## config.mk

```make
export PLATFORM = sky130hd
export DESIGN_NAME = npc_predictor
export DESIGN_NICKNAME = d
export VERILOG_FILES = /design/src/rtl/npc_pred_pkg.sv /design/src/rtl/npc_pred_ctrl.sv /design/src/rtl/npc_pred_dpath.sv /design/src/rtl/npc_predictor.sv
export SDC_FILE = /design/constraint.sdc
export NUM_CORES = 1
export LEC_CHECK = 0
export BUFFER_PORTS_ARGS = -buffer_cell sky130_fd_sc_hd__buf_2
export CORE_MARGIN = 3
export CORE_UTILIZATION = 50
export CTS_CLUSTER_DIAMETER = 150
export DETAILED_ROUTE_END_ITERATION = 10
export GPL_TIMING_DRIVEN = 1
export PLACE_DENSITY = 0.75
export SLEW_MARGIN = 5
export SYNTH_ARGS = -nofsm -noshare
export SYNTH_HDL_FRONTEND = slang
export SYNTH_SLANG_ARGS = --single-unit
```

## constraint.sdc

```tcl
create_clock -name clk -period 5.3 [get_ports clk]
set_input_delay 0.795 -clock clk [delete_from_list [all_inputs] [get_ports clk]]
set_output_delay 0.795 -clock clk [all_outputs]
set_load 0.02 [all_outputs]
```

## src/rtl/npc_pred_pkg.sv

```systemverilog
package npc_pred_pkg;
  // Update strobes passed from control to datapath
  typedef struct packed {
    logic cntUpd;    // train one direction counter
    logic cntUp;     // direction of training
    logic histShift; // shift outcome into global history
    logic btbWrite;  // record taken target
  } updStrobes_t;
endpackage

```

## src/rtl/npc_pred_ctrl.sv

```systemverilog
module npc_pred_ctrl
  import npc_pred_pkg::*;
(
  input  logic        resIsBranch,
  input  logic        resTaken,
  output updStrobes_t strobes
);
  always_comb begin
    strobes.cntUpd    = resIsBranch;
    strobes.cntUp     = resTaken;
    strobes.histShift = resIsBranch;
    strobes.btbWrite  = resIsBranch && resTaken;
  end
endmodule

```

## src/rtl/npc_pred_dpath.sv

```systemverilog
module npc_pred_dpath
  import npc_pred_pkg::*;
#(
  parameter int PC_W   = 32,
  parameter int IDX_W  = 4,
  parameter int HIST_W = 2,
  parameter int BTB_W  = 3
) (
  input  logic              clk,
  input  logic              rstN,
  input  updStrobes_t       strobes,
  input  logic [PC_W-1:0]   fetchPc,
  input  logic [PC_W-1:0]   resPc,
  input  logic              resTaken,
  input  logic [PC_W-1:0]   resTarget,
  input  logic [HIST_W-1:0] resHist,
  output logic [PC_W-1:0]   predNextPc,
  output logic              predTaken,
  output logic [HIST_W-1:0] predHist
);
  localparam int TI_W  = IDX_W + HIST_W;
  localparam int CNT_N = 1 << TI_W;
  localparam int BTB_N = 1 << BTB_W;

  logic [1:0]        cntTab [CNT_N];
  logic              btbValid [BTB_N];
  logic [PC_W-1:0]   btbTag   [BTB_N];
  logic [PC_W-1:0]   btbTgt   [BTB_N];
  logic [HIST_W-1:0] ghr, ghrNext;

  logic [TI_W-1:0]  fIdx, rIdx;
  logic [BTB_W-1:0] fSlot, rSlot;
  logic             btbHit;

  assign fIdx  = {fetchPc[IDX_W+1:2], ghr};
  assign rIdx  = {resPc[IDX_W+1:2], resHist};
  assign fSlot = fetchPc[BTB_W+1:2];
  assign rSlot = resPc[BTB_W+1:2];

  function automatic logic [1:0] satStep(input logic [1:0] cur, input logic up);
    if (up) return (cur == 2'd3) ? cur : cur + 2'd1;
    else    return (cur == 2'd0) ? cur : cur - 2'd1;
  endfunction

  // History shift variant picked by its width
  generate
    if (HIST_W == 1) begin : g_hist1
      assign ghrNext = resTaken;
    end else begin : g_histN
      assign ghrNext = {ghr[HIST_W-2:0], resTaken};
    end
  endgenerate

  always_ff @(posedge clk or negedge rstN) begin
    if (!rstN) begin
      ghr <= '0;
      for (int i = 0; i < CNT_N; i++) cntTab[i] <= 2'd1;
    end else begin
      if (strobes.histShift) ghr <= ghrNext;
      if (strobes.cntUpd) cntTab[rIdx] <= satStep(cntTab[rIdx], strobes.cntUp);
    end
  end

  always_ff @(posedge clk or negedge rstN) begin
    if (!rstN) begin
      for (int j = 0; j < BTB_N; j++) begin
        btbValid[j] <= 1'b0;
        btbTag[j]   <= '0;
        btbTgt[j]   <= '0;
      end
    end else if (strobes.btbWrite) begin
      btbValid[rSlot] <= 1'b1;
      btbTag[rSlot]   <= resPc;
      btbTgt[rSlot]   <= resTarget;
    end
  end

  assign predTaken  = cntTab[fIdx][1];
  assign btbHit     = btbValid[fSlot] && (btbTag[fSlot] == fetchPc);
  assign predNextPc = (btbHit && predTaken) ? btbTgt[fSlot] : fetchPc + PC_W'(4);
  assign predHist   = ghr;
endmodule

```

## src/rtl/npc_predictor.sv

```systemverilog
module npc_predictor
  import npc_pred_pkg::*;
#(
  parameter int PC_W   = 32,
  parameter int IDX_W  = 4,
  parameter int HIST_W = 2,
  parameter int BTB_W  = 3
) (
  input  logic              clk,
  input  logic              rstN,
  input  logic [PC_W-1:0]   fetchPc,
  output logic [PC_W-1:0]   predNextPc,
  output logic              predTaken,
  output logic [HIST_W-1:0] predHist,
  input  logic              resIsBranch,
  input  logic [PC_W-1:0]   resPc,
  input  logic              resTaken,
  input  logic [PC_W-1:0]   resTarget,
  input  logic [HIST_W-1:0] resHist
);
  updStrobes_t strobes;

  npc_pred_ctrl u_ctrl (
    .resIsBranch(resIsBranch),
    .resTaken   (resTaken),
    .strobes    (strobes)
  );

  npc_pred_dpath #(
    .PC_W(PC_W), .IDX_W(IDX_W), .HIST_W(HIST_W), .BTB_W(BTB_W)
  ) u_dpath (
    .clk       (clk),
    .rstN      (rstN),
    .strobes   (strobes),
    .fetchPc   (fetchPc),
    .resPc     (resPc),
    .resTaken  (resTaken),
    .resTarget (resTarget),
    .resHist   (resHist),
    .predNextPc(predNextPc),
    .predTaken (predTaken),
    .predHist  (predHist)
  );
endmodule

```

# Yosys cells after proc, flatten, opt, wreduce, memory -nomap -nowiden
# Index checks and enable logic that the tools add are counted.
# Widths: inputs -> output; s select.
op_classes:
  add_sub_neg: 3
  multipliers: 0
  n_div: 0
  n_lt_le_gt_ge: 6
  n_eq_ne: 2
  n_shift: 0
  muxes: 29
  bitwise: 5
  reduce_logical: 6
op_table:
  columns: ["op", "count"]
  rows:
  - ["$bwmux 256", 2]
  - ["$bmux 32 s3", 2]
  - ["$mux 32", 6]
  - ["$bwmux 128", 1]
  - ["$demux 32 s3", 1]
  - ["$add 32x3->32 const B", 1]
  - ["$eq 32x32->1", 1]
  - ["$bmux 2 s6", 2]
  - ["$mux 2", 9]
  - ["$ge 7x7->1 const B", 2]
  - ["$not 6->7", 2]
  - ["$demux 2 s6", 1]
  - ["$ge 4x4->1 const B", 2]
  - ["$not 3->4", 2]
  - ["$or 8x8->8", 1]
  - ["$lt 7x1->1 const B", 1]
  - ["$logic_and 1x1->1", 5]
  - ["$lt 4x1->1 const B", 1]
  - ["$bmux 1 s3", 1]
  - ["$demux 1 s3", 1]
  - ["$mux 1", 3]
  - ["$add 2x1->2 const B", 1]
  - ["$eq 2x2->1 const B", 1]
  - ["$logic_not 2->1", 1]
  - ["$sub 2x1->2 const B", 1]
word_totals:
  reg_bits: 650
  latchBits: 0
  mem_bits_rw: 0
  rom_bits: 0
  input_bits: 102
  output_inout_bits: 35
  mem_count: 0

# Depth between registers and ports, before layout
# Gate-level depths: netlist of the first run.
logic_depth:
  ltp_word: 9
  mapped_depth: 11
  mapped_depth_nobuf: 8

# Modules after synthesis
# A second synthesis of the first run with hierarchy kept.
unflattened:
  hier_cells: 2213
  area_unflattened_um2: 30579.3
by_module_without_submodules:
  columns: ["mod", "instances", "cells_each", "area_each_um2", "seq_area_each_um2"]
  rows:
  - ["npc_pred_dpath", 1, 2209, 30550.6, 16345.7]
  - ["npc_pred_ctrl", 1, 4, 28.8, 0.0]

# Worst setup path before layout of the first run
# OpenSTA, ideal clock, no wires.
synth_path:
  path_kind: "in2out"
  startpoint: "input fetchPc[3]"
  endpoint: "output predNextPc[11]"
  arrival_time_ns: 3.377
  t_required_ns: 4.505
  setup_slack_ns: 1.128
  stages: 11
  n_path_buf: 4
  cell_sequence: "buf_2 buf_4 buf_1 mux4_2 mux2i_1 xnor2_1 nor4_1 nand4_1 nor3_2 buf_4 mux2i_1"
synth_via:
  elab_chain_cells: 8
  word_cells_on_any_way: 19
synth_rtl:
  columns: ["item", "line", "text"]
  rows:
  - ["start: declaration", "npc_predictor.sv:11", "input logic [PC_W-1:0] fetchPc,"]
  - ["$not 3->4 (implied by the code)", "npc_pred_dpath.sv:79, npc_pred_dpath.sv:80", null]
  - ["$bmux 32 s3", "npc_pred_dpath.sv:79", "assign btbHit = btbValid[fSlot] && (btbTag[fSlot] == fetchPc);"]
  - ["$mux 32 (implied by the code) (2 in a row)", "npc_pred_dpath.sv:79", null]
  - ["$eq 32x32->1", "npc_pred_dpath.sv:79", null]
  - ["$logic_and 1x1->1", "npc_pred_dpath.sv:79", null]
  - ["$logic_and 1x1->1", "npc_pred_dpath.sv:80", "assign predNextPc = (btbHit && predTaken) ? btbTgt[fSlot] : fetchPc + PC_W'(4);"]
  - ["$mux 32 *", "npc_pred_dpath.sv:80", null]
  - ["end: declaration", "npc_predictor.sv:12", "output logic [PC_W-1:0] predNextPc,"]
# Every way passes the cells marked *; elsewhere a longest branch is shown, timed or not. The select of a mux whose other input is x is not followed.

# Worst setup path after layout of the first run
layout_path:
  startpoint: "input fetchPc[2]"
  endpoint: "output predNextPc[31]"
# The elaborated chain is that of the path after synthesis.

==> results of run 1 <==
-- metrics by stage --
| stage | hold slack, ps | utilization, % | total power, mW | cell area [µm²] | worst slack (ps) |
|---|---|---|---|---|---|
| after floorplan | 414 | - | 8.45 | 31200 | 1130 |
| after global placement | 431 | 53.9 | 9.10 | 32900 | 461 |
| after detailed placement | 439 | 53.9 | 9.31 | 32900 | 406 |
| after CTS | 322 | 57.8 | 14.4 | 35300 | 387 |
| after global routing | 332 | 57.8 | 14.9 | 35300 | 190 |
| final | 274 | 57.8 | 14.3 | 35300 | 438 |
-- per-layer routing --
layer / GRT usage, % / vias up / share of wire (%)
li1: - / 8672 / -
met3: 5.77 / 182 / 8.5
met5: 0 / - / 0.13
met4: 9.71 / 16 / 3.5
met2: 39.1 / 838 / 47
met1: 33.6 / 10600 / 41
-- cell usage in the layout, fill, tap and decap left out, types with 14 or more instances in the layout --
| cell type | n |
|---|---|
| a221oi_1 | 17 |
| nand2_1 | 161 |
| o31ai_1 | 63 |
| clkbuf_8 | 14 |
| mux4_2 | 150 |
| nand3_1 | 25 |
| or2_2 | 17 |
| dfstp_2 | 64 |
| a31oi_1 | 56 |
| nor2b_1 | 17 |
| buf_12 | 14 |
| dfrtp_1 | 586 |
| nor2_1 | 140 |
| xnor2_1 | 41 |
| mux2_2 | 510 |
| clkbuf_1 | 16 |
| buf_2 | 132 |
| a21oi_1 | 14 |
| clkbuf_16 | 71 |
| mux2i_1 | 98 |
| xor2_1 | 15 |
| buf_4 | 37 |
-- registers in the layout, indices dropped and copies added, names as in the netlist --
name / cells
u_dpath.btbTag: 256
u_dpath.btbTgt: 256
u_dpath.predHist: 2
u_dpath.cntTab: 128
u_dpath.btbValid: 8
-- cell families after synthesis --
group / after synthesis
compound gates: 211
xor+xnor: 56
fa+ha+maj: 1
buf+inv: 167
flops: 650
mux: 763
simple gates: 431
-- power by group --
group	total (mW)	leakage (nW)	internal (mW)	switching, mW
sequential	6.66	7.91	6.09	0.575
combinational	2.58	5.63	1.47	1.11
clock	5.05	1.17	3.02	2.04
-- critical path: stages --
cell and delay (ps):
clkbuf_8 480, buf_4 400, mux4_2 540, mux2i_1 190
xnor2_1 90, nor4_1 240, nand4_1 250, nor3_4 210
buf_12 270, mux2i_1 330, buf_2 220
-- cell type report --
cell class	count	area, µm²
multi-input cells	1462	14200
well taps	828	1040
diodes	9	22.5
inverters	10	37.5
clock inverters	26	379
repair buffers	186	1260
flip-flops and latches	650	16300
clock buffers	100	2020
fillers	4724	25700
-- how the worst max path moves through the flow --
stage                           from              to  slack [ps]  cells after the start
after floorplan           fetchPc[3]  predNextPc[11]        1130                     11
after global placement    fetchPc[2]  predNextPc[31]         460                     10
after detailed placement  fetchPc[2]  predNextPc[31]         410                     11
after CTS                 fetchPc[2]  predNextPc[31]         390                     11
after global routing      fetchPc[2]  predNextPc[31]         190                     11
final                     fetchPc[2]  predNextPc[31]         440                     11
==> impl_metrics.py, run 1 <==
metrics = {
    "cts": {
        "cts_inserted_buffers": 70,
        "clock_latency_ps": 600,
        "cts_max_level": 3,
        "cts.sinks": 650,
        "cts_setup_buffers": 0,
        "clk_pin_slew_ps": 60,
        "cts-root-buf": "clkbuf_16",
        "clockBufferDepth": 3,
        "postCtsResizedCells": 0,
        "cts_tree": "built",
        "cts_hold_buffers": 0,
    },
    "synthesis": {
        "ys_seq_elements": 650,
        "synth_area_per_cell_um2": 13.7,
        "synthMuxAreaShare_pct": 32.5,
        "synth_top_cell_by_area": "dfrtp_1",
        "synth_area_leaders": "dfrtp_1 47%, mux2_2 18%, mux4_2 11%",
        "syn_nets": 2382,
        "ys_types": 63,
        "synth-edff-count": 0,
        "synthAdderAreaFrac_pct": 0.0401,
        "ys.flop_type": "dfrtp_1",
        "yosys_warnings": 0,
        "synth_most_common_cell": "dfrtp_1",
        "async_flop_share_pct": 100,
        "synthCells": 2279,
        "synth_xor_area_share_pct": 1.57,
        "synth_top_family_by_area": "multiplexers",
        "synth_compound_area_share_pct": 5.00,
        "synth-simple-area-share_pct": 6.11,
        "syn_area_um2": 31200,
        "synth_top_area_share_pct": 47.0,
        "synthTopCellsByCount": "586 x dfrtp_1, 510 x mux2_2, 161 x nand2_1",
        "ys_seq_area_share_pct": 52.4,
    },
    "setup_path": {
        "worstSetupPathType": "in2out",
        "cp_max_fo": 47,
        "required_ps": 4510,
        "r2r_cells": 8,
        "r2r-end": "u_dpath.cntTab[126]$_DFFE_PN1P_",
        "r2r-start": "u_dpath.cntTab[56]$_DFFE_PN1P_",
        "crit_path_start_kind": "primary input",
        "cp-end-kind": "primary output",
        "cp.arrival_ps": 4070,
        "r2r_slack_ps": 2300,
    },
    "sta": {
        "hold_viol": 0,
        "tightestPinTransition_ps": 1430,
        "worst_clock_skew_ps": 16.1,
        "maxSlewViolCount": 0,
        "max_freq_mhz": 206,
        "fin_crit_ps": 4860,
        "rsz0062_at_grt": "false",
        "tns_ps": 0,
        "setup_viol": 0,
        "maxSlewHeadroom_pct": 4.04,
        "period_share_pct": 91.7,
    },
    "routing": {
        "wl_um": 80800,
        "postRouteAntennaNets": 0,
        "wl_per_cell_um": 24.7,
        "via_per_inst": 6.22,
        "firstDrtPassIters": 6,
        "post-route-drc-count": 0,
        "vias": 20300,
        "drt_first_iter_violations": 1820,
    },
    "pwr": {
        "ir_drop_v": 0.000245,
        "powerDensity_nw_per_um2": 405,
        "leakage_nw": 14.7,
    },
    "global_route": {
        "track_usage_pct": 24.8,
        "grt_max_degree": 143,
        "antenna_found_initial": 16,
        "overflow": 0,
        "grt_pass1_wl_um": 127000,
        "grt_pass1_vias": 21300,
    },
    "final_layout": {
        "nets": 2483,
        "instances_no_fill": 3271,
        "drive_gt1_share_pct": 43.2,
        "area_growth_pct": 13.1,
    },
    "floorplanning": {
        "floorplan.initialDensity_pct": 51.1,
        "design.die.area_um2": 65500,
        "fp.dieH_um": 256,
        "fp-row-count": 90,
        "core_area_um2": 61000,
        "pin_count": 137,
        "die_w_um": 256,
    },
    "placement": {
        "dpl.cell_count": 3136,
        "io_buffers": 136,
        "hpwlAfterDp_um": 50700,
        "gp_congestion": 0.846,
    },
    "job": {
        "cap_violations": 0,
    },
    "hold_path": {
        "min_path_type": "in2async",
    },
    "status": {
        "status": "completed",
    },
}
No activity file was read; power rests on OpenSTA's default activity.
==> inputs of run 2 (changes only) <==
- CORE_ASPECT_RATIO: default -> 2
- CORE_UTILIZATION: 50 -> 59
- CTS_CLUSTER_SIZE: default -> 28
- PLACE_DENSITY: 0.75 -> 0.85
==> impl_metrics.py, run 2 (synthesized netlist as in run 1, its figures left out) <==
metrics = {
    "cts": {
        "cts_inserted_buffers": 27,
        "clk_pin_slew_ps": 110,
        "cts_tree": "built",
        "cts-root-buf": "clkbuf_16",
        "cts_setup_buffers": 0,
        "cts_hold_buffers": 0,
        "clock_latency_ps": 630,
        "postCtsResizedCells": 0,
        "clockBufferDepth": 3,
        "cts_max_level": 1,
        "cts.sinks": 650,
    },
    "routing": {
        "via_per_inst": 6.66,
        "postRouteAntennaNets": 0,
        "firstDrtPassIters": 6,
        "wl_um": 78500,
        "drt_first_iter_violations": 1991,
        "vias": 20100,
        "post-route-drc-count": 0,
        "wl_per_cell_um": 26.0,
    },
    "setup_path": {
        "cp-end-kind": "primary output",
        "required_ps": 4510,
        "worstSetupPathType": "in2out",
        "cp_max_fo": 58,
        "crit_path_start_kind": "primary input",
        "cp.arrival_ps": 4130,
    },
    "sta": {
        "setup_viol": 0,
        "period_share_pct": 92.9,
        "max_freq_mhz": 203,
        "maxSlewViolCount": 0,
        "worst_clock_skew_ps": 40.9,
        "hold_viol": 0,
        "rsz0062_at_grt": "false",
        "fin_crit_ps": 4930,
        "tightestPinTransition_ps": 1380,
        "maxSlewHeadroom_pct": 7.09,
        "tns_ps": 0,
    },
    "global_route": {
        "track_usage_pct": 27.9,
        "grt_pass1_wl_um": 123000,
        "overflow": 0,
        "grt_pass1_vias": 21800,
        "antenna_found_initial": 8,
        "grt_max_degree": 194,
    },
    "hold_path": {
        "min_path_type": "in2async",
    },
    "pwr": {
        "ir_drop_v": 0.000371,
        "power_mw": 11.9,
        "powerDensity_nw_per_um2": 355,
        "leakage_nw": 13.9,
    },
    "placement": {
        "placed_area_um2": 32600,
        "hpwlAfterDp_um": 53000,
        "io_buffers": 136,
        "gp_congestion": 0.905,
    },
    "job": {
        "cap_violations": 0,
    },
    "final_layout": {
        "fin_area_um2": 33400,
        "final_cell_mix": "586 x dfrtp_1, 510 x mux2_2, 161 x nand2_1",
        "nets": 2440,
        "area_growth_pct": 7.16,
        "reg_top3": "u_dpath.btbTag: 256 flops, u_dpath.btbTgt: 256 flops, u_dpath.cntTab: 128 flops",
        "drive_gt1_share_pct": 41.2,
        "layout_commonest_cell": "dfrtp_1",
        "n_fill_cell": 3656,
    },
    "floorplanning": {
        "fp-row-count": 118,
        "die_w_um": 169,
        "design.die.area_um2": 55900,
        "pin_count": 137,
        "core_area_um2": 52100,
        "fp.dieH_um": 331,
        "floorplan.initialDensity_pct": 59.9,
    },
    "status": {
        "status": "completed",
    },
}
run 2: cell type report:
cell class	count	area [µm²]	share of cell area, %
Tap cell	660	826	2.47
Multi-Input combinational cell	1462	14200	42.5
Inverter	10	37.5	0.112
Clock buffer	48	754	2.26
Timing Repair Buffer	186	1220	3.65
Antenna cell	4	10.0	0.0299
Sequential cell	650	16300	48.9
Clock inverter	2	38.8	0.116
run 2: per-stage QoR:
step,hold slack [ps],worst slack [ps],util [%],instances
final,123,375,64.2,3022
after global routing,157,214,64.2,3020
after CTS,134,367,64.2,3018
after detailed placement,449,367,62.6,2968
after global placement,428,460,62.6,2968
after floorplan,414,1130,-,2279
run 2: critical path, stage by stage:
cell     delay (ps)
buf_6           510
buf_4           330
mux4_2          520
mux2_2          290
nor4_1          340
nand4_1         260
nor3_4          260
buf_12          260
mux2_1          350
buf_2           160
run 2: metal layers:
| layer | global-route usage [%] | share of wire, % | vias to the layer above |
|---|---|---|---|
| met4 | 15.4 | 6.3 | 2 |
| met3 | 3.56 | 5.4 | 255 |
| met2 | 49.6 | 52 | 825 |
| met1 | 32.5 | 36 | 10500 |
| met5 | 0 | 0.018 | - |
| li1 | - | - | 8541 |
run 2: where the power goes:
group,switching [mW],internal (mW),total (mW)
logic,1.17,1.47,2.65
registers,0.609,6.07,6.68
clock network,1.53,0.994,2.53
total,3.32,8.54,11.9
run 2: final timing paths:
check | start | to | cells past startpoint | slack [ps]
max in group asynchronous | rstN | u_dpath.btbTag[208]$_DFFE_PN0P_ | 2 | 3700
min in group clk | u_dpath.btbTag[163]$_DFFE_PN0P_ | u_dpath.btbTag[163]$_DFFE_PN0P_ | 1 | 470
worst min register to register | u_dpath.btbTag[163]$_DFFE_PN0P_ | u_dpath.btbTag[163]$_DFFE_PN0P_ | 1 | 470
worst min-delay path | rstN | u_dpath.btbTgt[119]$_DFFE_PN0P_ | 1 | 120
worst max-delay path | fetchPc[3] | predNextPc[0] | 10 | 370
worst max register to register | u_dpath.cntTab[120]$_DFFE_PN1P_ | u_dpath.cntTab[12]$_DFFE_PN1P_ | 8 | 2140
==> inputs of run 3 (changes only) <==
- clock period: 5.3 -> 6.1 ns (I/O delays scaled with it)
==> impl_metrics.py, run 3 (synthesized netlist as in run 1, its figures left out) <==
metrics = {
    "setup_path": {
        "cp_max_fo": 63,
        "r2r_cells": 8,
        "required_ps": 5180,
        "r2r-start": "u_dpath.cntTab[122]$_DFFE_PN1P_",
        "cp.arrival_ps": 4360,
        "worstSetupPathType": "in2out",
        "r2r-end": "u_dpath.cntTab[43]$_DFFE_PN0P_",
        "r2r_slack_ps": 3140,
        "cp-end-kind": "primary output",
        "crit_path_start_kind": "primary input",
    },
    "sta": {
        "maxSlewHeadroom_pct": 10.8,
        "max_freq_mhz": 189,
        "period_share_pct": 86.5,
        "tightestPinTransition_ps": 1330,
        "fin_crit_ps": 5280,
        "hold_viol": 0,
        "worst_clock_skew_ps": 28.4,
        "maxSlewViolCount": 0,
        "tns_ps": 0,
        "rsz0062_at_grt": "false",
        "setup_viol": 0,
    },
    "cts": {
        "cts_setup_buffers": 0,
        "cts_hold_buffers": 0,
        "cts_inserted_buffers": 27,
        "cts_max_level": 1,
        "clk_pin_slew_ps": 110,
        "clockBufferDepth": 3,
        "postCtsResizedCells": 0,
        "cts-root-buf": "clkbuf_16",
        "clock_latency_ps": 620,
        "cts_tree": "built",
        "cts.sinks": 650,
    },
    "placement": {
        "io_buffers": 136,
        "hpwlAfterDp_um": 51900,
        "gp_congestion": 0.920,
        "dpl.cell_count": 2961,
    },
    "final_layout": {
        "layout_commonest_cell": "dfrtp_1",
        "area_growth_pct": 6.86,
        "nets": 2433,
        "reg_top3": "u_dpath.btbTag: 256 flops, u_dpath.btbTgt: 256 flops, u_dpath.cntTab: 128 flops",
        "final_cell_mix": "586 x dfrtp_1, 510 x mux2_2, 161 x nand2_1",
        "drive_gt1_share_pct": 41.0,
        "n_fill_cell": 3648,
        "instances_no_fill": 3019,
    },
    "floorplanning": {
        "die_w_um": 169,
        "design.die.area_um2": 55900,
        "pin_count": 137,
        "core_area_um2": 52100,
        "fp-row-count": 118,
        "floorplan.initialDensity_pct": 59.9,
        "fp.dieH_um": 331,
    },
    "routing": {
        "firstDrtPassIters": 5,
        "post-route-drc-count": 0,
        "wl_per_cell_um": 25.8,
        "drt_first_iter_violations": 2005,
        "wl_um": 77700,
        "postRouteAntennaNets": 0,
        "vias": 20100,
        "via_per_inst": 6.65,
    },
    "global_route": {
        "track_usage_pct": 27.6,
        "antenna_found_initial": 12,
        "overflow": 0,
        "grt_pass1_vias": 21400,
        "grt_pass1_wl_um": 121000,
        "grt_max_degree": 173,
    },
    "pwr": {
        "ir_drop_v": 0.000327,
        "powerDensity_nw_per_um2": 308,
        "leakage_nw": 13.9,
    },
    "hold_path": {
        "min_path_type": "in2async",
    },
    "job": {
        "cap_violations": 0,
    },
    "status": {
        "status": "completed",
    },
}
run 3: changes by cell type in the layout (fill, tap and decap cells not counted), sizes merged:
cell / before / now
diode: 4 / 8
buf: 185 / 178
run 3: report_power, final:
group | internal, mW | switching, mW | leakage, nW
registers | 5.28 | 0.525 | 7.91
logic | 1.27 | 0.990 | 5.57
clock network | 0.863 | 1.34 | 0.374
total | 7.41 | 2.85 | 13.9
run 3: cell type report:
cell class	instances	area (µm²)	share of cell area (%)
multi-input combinational	1462	14200	42.6
sequential	650	16300	49.0
inverter	10	37.5	0.113
antenna	8	20.0	0.0600
tap	660	826	2.48
clock buffer	48	754	2.26
clock inverter	2	38.8	0.116
timing repair buffer	179	1120	3.35
run 3: critical path, stage by stage:
cell and delay, ps:
clkbuf_8 570, mux4_2 580, mux2i_1 410, xnor2_1 120, nor4_1 420, nand4_1 260
nor3_4 240, buf_12 250, mux2_1 350, buf_2 160
run 3: worst max path at each step:
stage / from / end / cells past startpoint
after CTS: fetchPc[2] / predNextPc[1] / 11
final: fetchPc[2] / predNextPc[1] / 10
after global placement: fetchPc[2] / predNextPc[3] / 10
after floorplan: fetchPc[3] / predNextPc[11] / 11
after global routing: fetchPc[2] / predNextPc[0] / 10
after detailed placement: fetchPc[2] / predNextPc[1] / 10
run 3: routing by layer:
layer	vias to the layer above	track usage [%]	wire, µm
met1	10500	32.5	28200
met2	794	48.5	40500
li1	8520	-	-
met5	-	0	23
met3	259	3.50	4300
met4	4	16.1	4770
run 3: stage by stage:
stage,utilization (%),cell area [µm²],total power [mW],setup slack [ps],hold slack [ps]
global route,64.0,33300,10.7,725,422
CTS,64.0,33300,10.3,854,416
finish,64.0,33400,10.3,821,361
global placement,62.4,32500,7.92,939,428
floorplan,-,31200,7.34,1690,414
detailed placement,62.4,32500,8.13,861,441
